### src/rtl/an_page_pkg.sv
package an_page_pkg;

    localparam int unsigned DW = 16;

    // register map
    localparam int unsigned ADDR_PARTNER = 5;
    localparam int unsigned ADDR_STAT    = 6;
    localparam int unsigned ADDR_NPTX    = 7;
    localparam int unsigned ADDR_NPRX    = 8;
    localparam int unsigned ADDR_MIRROR  = 16;

    // status bit positions
    localparam int unsigned ST_RCVD_BIT   = 1;
    localparam int unsigned ST_NPABLE_BIT = 2;
    localparam int unsigned ST_BASE_BIT   = 5;
    localparam int unsigned MIRROR_BIT    = 1;

    typedef logic [DW-1:0] word_t;

    typedef struct packed {
        logic  valid;
        logic  is_base;
        word_t word;
    } page_evt_t;

    typedef struct packed {
        logic base_flag;
        logic np_able;
        logic pg_rcvd;
    } stat_t;

    function automatic word_t pack_status(stat_t s);
        word_t w;
        w = '0;
        w[ST_RCVD_BIT]   = s.pg_rcvd;
        w[ST_NPABLE_BIT] = s.np_able;
        w[ST_BASE_BIT]   = s.base_flag;
        return w;
    endfunction

    function automatic word_t pack_mirror(stat_t s);
        word_t w;
        w = '0;
        w[MIRROR_BIT] = s.pg_rcvd;
        return w;
    endfunction

endpackage

### src/rtl/an_base_match.sv
module an_base_match
    import an_page_pkg::*;
#(
    parameter int unsigned MATCH_N = 3
) (
    input  logic  clk,
    input  logic  rst,
    input  logic  restart,
    input  logic  evt,
    input  word_t word,
    output logic  accept,
    output word_t acc_word
);
    localparam int unsigned CW = $clog2(MATCH_N + 1);

    logic [CW-1:0] cnt_q, cnt_nxt;
    word_t         ref_q;
    logic          hit;

    always_comb begin
        hit = (cnt_q != '0) && (word == ref_q);
        if (hit)
            cnt_nxt = (cnt_q == CW'(MATCH_N)) ? cnt_q : cnt_q + 1'b1;
        else
            cnt_nxt = CW'(1);
        accept   = evt && !restart && (cnt_nxt == CW'(MATCH_N)) && (cnt_q != CW'(MATCH_N));
        acc_word = word;
    end

    always_ff @(posedge clk) begin
        if (rst || restart) begin
            cnt_q <= '0;
            ref_q <= '0;
        end else if (evt) begin
            cnt_q <= cnt_nxt;
            ref_q <= word;
        end
    end

    AST_ONE_ACCEPT_PER_RUN: assert property (@(posedge clk) disable iff (rst)
        accept |=> !accept);

endmodule

### src/rtl/an_page_status.sv
module an_page_status
    import an_page_pkg::*;
(
    input  logic  clk,
    input  logic  rst,
    input  logic  restart,
    input  logic  rd_clr,
    input  logic  base_acc,
    input  logic  partner_np,
    input  logic  np_rcv,
    output stat_t st
);
    stat_t st_q;

    always_ff @(posedge clk) begin
        if (rst || restart) begin
            st_q <= '0;
        end else begin
            if (base_acc || np_rcv)
                st_q.pg_rcvd <= 1'b1;
            else if (rd_clr)
                st_q.pg_rcvd <= 1'b0;

            if (base_acc && partner_np)
                st_q.np_able <= 1'b1;
            else if (rd_clr)
                st_q.np_able <= 1'b0;

            if (base_acc)
                st_q.base_flag <= 1'b1;
            else if (np_rcv)
                st_q.base_flag <= 1'b0;
        end
    end

    assign st = st_q;

    AST_RCVD_STICKY: assert property (@(posedge clk) disable iff (rst)
        st.pg_rcvd && !rd_clr && !restart |=> st.pg_rcvd);
    AST_RCVD_RD_CLEAR: assert property (@(posedge clk) disable iff (rst)
        rd_clr && !base_acc && !np_rcv |=> !st.pg_rcvd);
    AST_EVT_BEATS_READ: assert property (@(posedge clk) disable iff (rst)
        rd_clr && np_rcv && !restart |=> st.pg_rcvd);
    AST_RESTART_CLEARS: assert property (@(posedge clk) disable iff (rst)
        restart |=> (st == '0));
    AST_BASE_FLAG_HOLD: assert property (@(posedge clk) disable iff (rst)
        !base_acc && !np_rcv && !restart |=> $stable(st.base_flag));

endmodule

### src/rtl/an_np_regs.sv
module an_np_regs
    import an_page_pkg::*;
(
    input  logic  clk,
    input  logic  rst,
    input  logic  tx_wr,
    input  word_t tx_wdata,
    input  logic  np_en,
    input  logic  take,
    input  logic  rx_we,
    input  word_t rx_word_in,
    output word_t tx_word,
    output logic  tx_ready,
    output word_t rx_word
);
    word_t tx_q, rx_q;
    logic  loaded_q;

    always_ff @(posedge clk) begin
        if (rst) begin
            tx_q     <= '0;
            rx_q     <= '0;
            loaded_q <= 1'b0;
        end else begin
            if (tx_wr) begin
                tx_q     <= tx_wdata;
                loaded_q <= 1'b1;
            end else if (take && tx_ready) begin
                loaded_q <= 1'b0;
            end
            if (rx_we)
                rx_q <= rx_word_in;
        end
    end

    assign tx_word  = tx_q;
    assign tx_ready = loaded_q && np_en;
    assign rx_word  = rx_q;

    AST_WRITE_LOADS: assert property (@(posedge clk) disable iff (rst)
        tx_wr |=> loaded_q);
    AST_TAKE_DRAINS: assert property (@(posedge clk) disable iff (rst)
        take && tx_ready && !tx_wr |=> !loaded_q);
    AST_TX_HOLD: assert property (@(posedge clk) disable iff (rst)
        !tx_wr |=> $stable(tx_q));

endmodule

### src/rtl/an_page_regs.sv
module an_page_regs
    import an_page_pkg::*;
#(
    parameter int unsigned AW      = 5,
    parameter int unsigned MATCH_N = 3
) (
    input  logic          clk,
    input  logic          rst,
    input  logic [AW-1:0] reg_addr,
    input  logic          reg_wr,
    input  logic          reg_rd,
    input  logic [15:0]   reg_wdata,
    output logic [15:0]   reg_rdata,
    input  logic          pg_valid,
    input  logic          pg_is_base,
    input  logic [15:0]   pg_word,
    input  logic          partner_np,
    input  logic          local_np,
    input  logic          neg_restart,
    input  logic          np_take,
    output logic [15:0]   np_tx_word,
    output logic          np_tx_ready
);
    page_evt_t evt;
    stat_t     st;
    word_t     acc_word, partner_q, rx_word;
    logic      base_acc, partner_np_q, np_en, np_rx_we, rd_stat, wr_nptx;

    always_comb begin
        evt.valid   = pg_valid;
        evt.is_base = pg_is_base;
        evt.word    = pg_word;
    end

    assign rd_stat  = reg_rd && (reg_addr == AW'(ADDR_STAT));
    assign wr_nptx  = reg_wr && (reg_addr == AW'(ADDR_NPTX));
    assign np_en    = local_np && partner_np_q;
    assign np_rx_we = evt.valid && !evt.is_base && np_en && !neg_restart;

    an_base_match #(.MATCH_N(MATCH_N)) u_match (
        .clk      (clk),
        .rst      (rst),
        .restart  (neg_restart),
        .evt      (evt.valid && evt.is_base),
        .word     (evt.word),
        .accept   (base_acc),
        .acc_word (acc_word)
    );

    always_ff @(posedge clk) begin
        if (rst) begin
            partner_q    <= '0;
            partner_np_q <= 1'b0;
        end else if (neg_restart) begin
            partner_np_q <= 1'b0;
        end else if (base_acc) begin
            partner_q    <= acc_word;
            partner_np_q <= partner_np;
        end
    end

    an_page_status u_status (
        .clk        (clk),
        .rst        (rst),
        .restart    (neg_restart),
        .rd_clr     (rd_stat),
        .base_acc   (base_acc),
        .partner_np (partner_np),
        .np_rcv     (np_rx_we),
        .st         (st)
    );

    an_np_regs u_np (
        .clk        (clk),
        .rst        (rst),
        .tx_wr      (wr_nptx),
        .tx_wdata   (reg_wdata),
        .np_en      (np_en),
        .take       (np_take),
        .rx_we      (np_rx_we),
        .rx_word_in (evt.word),
        .tx_word    (np_tx_word),
        .tx_ready   (np_tx_ready),
        .rx_word    (rx_word)
    );

    always_comb begin
        unique case (reg_addr)
            AW'(ADDR_PARTNER): reg_rdata = partner_q;
            AW'(ADDR_STAT):    reg_rdata = pack_status(st);
            AW'(ADDR_NPTX):    reg_rdata = np_tx_word;
            AW'(ADDR_NPRX):    reg_rdata = rx_word;
            AW'(ADDR_MIRROR):  reg_rdata = pack_mirror(st);
            default:           reg_rdata = '0;
        endcase
    end

    AST_NP_GATED: assert property (@(posedge clk) disable iff (rst)
        pg_valid && !pg_is_base && !np_en |=> $stable(rx_word));
    AST_PARTNER_HOLD: assert property (@(posedge clk) disable iff (rst)
        !base_acc |=> $stable(partner_q));
    AST_PARTNER_ABLE_CLR: assert property (@(posedge clk) disable iff (rst)
        neg_restart |=> !np_tx_ready);

endmodule

### config.mk
export PLATFORM = sky130hd
export DESIGN_NAME = an_page_regs
export DESIGN_NICKNAME = d
export VERILOG_FILES = /design/src/rtl/an_page_pkg.sv /design/src/rtl/an_base_match.sv /design/src/rtl/an_page_status.sv /design/src/rtl/an_np_regs.sv /design/src/rtl/an_page_regs.sv
export SDC_FILE = /design/constraint.sdc
export NUM_CORES = 1
export LEC_CHECK = 0
export ABC_CLOCK_PERIOD_IN_PS = 4040
export CORE_ASPECT_RATIO = 0.5
export CORE_UTILIZATION = 50
export DETAILED_ROUTE_END_ITERATION = 16
export PLACE_DENSITY = 0.8
export SLEW_MARGIN = 25
export SYNTH_ARGS = -nofsm -noshare
export SYNTH_HDL_FRONTEND = slang
export SYNTH_HIERARCHICAL = 1
export SYNTH_SLANG_ARGS = --single-unit
### constraint.sdc
create_clock -name clk -period 4.04 [get_ports clk]
set_input_delay 1.01 -clock clk [delete_from_list [all_inputs] [get_ports clk]]
set_output_delay 1.01 -clock clk [all_outputs]
set_load 0.02 [all_outputs]
==> out/summary.txt <==
number of flops mapped to enable cells by yosys: 0
WP depth: 5
CP max-delay cell: clkdlybuf4s50_1
full die area: 7006 um^2
clock sinks: 71
Post-Syn Area: 3328 um^2
via/cell ratio: 5.190
hold_sp: partner_q[2]
Max VDD drop: 0.2036 mV
top cell family by delay on the critical path: buffers and inverters
Final WS setup: 105.6 ps
syn nets: 399
Async SR Flop Fraction: 0
CP cell instances: clkdlybuf4s50_1 > and4bb_1 > buf_12 > o2bb2ai_1 > clkdlybuf4s50_1
Synth Flop Type: dfxtp_1
gpl congestion: 0.7937
hold depth: 2
RSZ-0062 raised after global routing: false
clock transition at the registers of the reported paths: 50 ps
Placed Instances: 491
post-cts sizing count: 0
R2R cell count: 8
grt total ovfl: 0
post-synthesis register bit count: 71
fin. max-slew vios: 0
post-synth top area share: 0.4271
Worst-Skew Late Latency: 330 ps
worst slew pin tran: 676.7 ps
RR Endpoint: partner_q[12]
core area: 6256 um^2
leakage: 1.566 nW
period utilization: 0.9739
Crit. End Element: primary output
dpl ws: 108.7 ps
Die Y-Extent: 59.69 um
initial drt markers: 160
Worst Path Required: 3030 ps
H-tree depth: 3
Initial Util: 0.5320
Worst slew margin: 0.5488
most common cell after layout, fill and taps aside: clkdlybuf4s50_1
final hold vios: 0
Synth area leaders: dfxtp_1 (43%), mux2i_1 (20%), nor2_1 (6.4%)
Yosys top cell by area: dfxtp_1
n_diodes: 0
cell row count: 20
max-cap violations: 0
Setup CP Type: input pin to primary output
Num CTS Buffers: 9
Die Wd: 117.4 um
vias in the first global route: 2,541
sequential fraction of the synthesis area: 0.4271
root buf cell: clkbuf_16
Area Overhead vs Synth: 30.00%
post-layout util: 0.6916
Power Density: 356.3 nW/um^2
R2R setup slack: 1480 ps
CP startpoint kind: input pin
setup TNS: 0 ps
Achievable Freq: 254.2 MHz
Post-DRT Antenna Nets: 0
share of layout cells above drive strength 1: 0.06954
HPWL Detailed: 5.783 mm
Final nets: 461
Fillers: 478
commonest non-fill, non-tap cells in the layout: clkdlybuf4s50_1 (78), dfxtp_1 (71), mux2i_1 (65)
IO buf count: 79
Synth cell types: 38
Via Count: 2,621
CTS tree: done
Ys Warns: 6
fin cells: 505
CTS Buffer Depth: 2
Post-Syn Area per Cell: 9.455 um^2
CP max stage delay: 630 ps
first-pass GRT wire length: 12.84 mm
Clock Skew: 4.060 ps
routed len/inst: 15.82 um
aggregate routed wire length: 7.987 mm
largest net degree at the start of global routing: 30
status: finished clean
Worst path most repeated cell: clkdlybuf4s50_1
Hold EP: partner_q[2]
Post-CTS Setup Repair Bufs: 0
initial antenna violation count: 0
drc violations: 0
DRT Pass-1 Iters: 4
hold crit path type: register to register
Critical R2R Launch: u_match/ref_q[11]
CP Max Fanout: 13
endpoints failing setup: 0
Hold Buf Count CTS: 0
Placed Area: 4061 um^2
Synth Instances: 352
GRT Total Usage: 0.2445
WP buf/inv: 3
I/O pin cnt: 80
crit path DAT: 2920 ps
Tmin final: 3934 ps
post-route cell area: 4327 um^2
## cell type report
cell class	instances	area, um^2	share of cell area
repair buffers	91	913.4	0.2111
clock inverters	1	5.005	0.001157
inverters	2	7.507	0.001735
flip-flops and latches	71	1421	0.3285
well taps	88	110.1	0.02545
multi-input cells	239	1609	0.3719
clock buffers	13	260.3	0.06015
## worst reg2reg max path: cells and delay by family (launching register included)
kind	cells	cell delay (ps)
and+or+nand+nor	6	1860
DFF	1	310
xor gates and xnor gates	1	160
AOI/OAI and AO/OA	1	90
## logic make-up (layout without fill, tap and decap cells)
kind of cell | Yosys count | count (layout) | share of synthesized area
simple gates | 118 | 118 | 0.1613
xor+xnor | 16 | 16 | 0.04210
mux | 65 | 65 | 0.1955
buf+inv | 42 | 107 | 0.08947
flops | 71 | 71 | 0.4271
compound gates | 40 | 40 | 0.08459
## worst max path at each step
stage | startpoint | endpoint | slack [ps]
after floorplan | pg_is_base | partner_q[10] | 930
after global placement | reg_addr[1] | reg_rdata[5] | 190
after detailed placement | reg_addr[0] | reg_rdata[15] | 110
after CTS | reg_addr[0] | reg_rdata[15] | 100
after global routing | reg_addr[0] | reg_rdata[15] | 8
final | reg_addr[2] | reg_rdata[15] | 110
## sequential cells by signal, indices dropped and copies added, names as in the netlist
signal / count
partner_np_q: 1
u_status/st: 3
u_np/tx_word: 16
u_match/ref_q: 16
partner_q: 16
u_np/loaded_q: 1
u_np/rx_word: 16
u_match/cnt_q: 2
## synthesized netlist by cell type (all sizes together) (3+ instances only)
cell	n
dfxtp	71
mux2i	65
nor2	58
buf	34
nand2	34
a21oi	17
xor2	16
o2bb2ai	13
clkbuf	6
and2	4
a221o	3
nand2b	3
nor2b	3
nor4	3
## metal layers
metal | track usage | share of wire | vias up
li1 | - | - | 1308
met1 | 0.3318 | 0.48 | 1230
met4 | 0.08905 | 0.012 | 0
met2 | 0.3812 | 0.44 | 74
met5 | 0 | 0 | -
met3 | 0.06298 | 0.065 | 9
## power breakdown
part | internal [mW] | switching, mW
combinational | 0.0680 | 0.0574
clock | 0.441 | 0.265
sequential | 0.706 | 0.00372
## metrics by stage
| stage | hold WS (ps) | power [mW] |
|---|---|---|
| floorplan | 435.7 | 0.7869 |
| global placement | 446.1 | 0.8455 |
| detailed placement | 445.8 | 0.8484 |
| CTS | 452.7 | 1.551 |
| global route | 471.6 | 1.598 |
| finish | 450.5 | 1.542 |
Note: power is estimated with default switching activity, not from simulation.
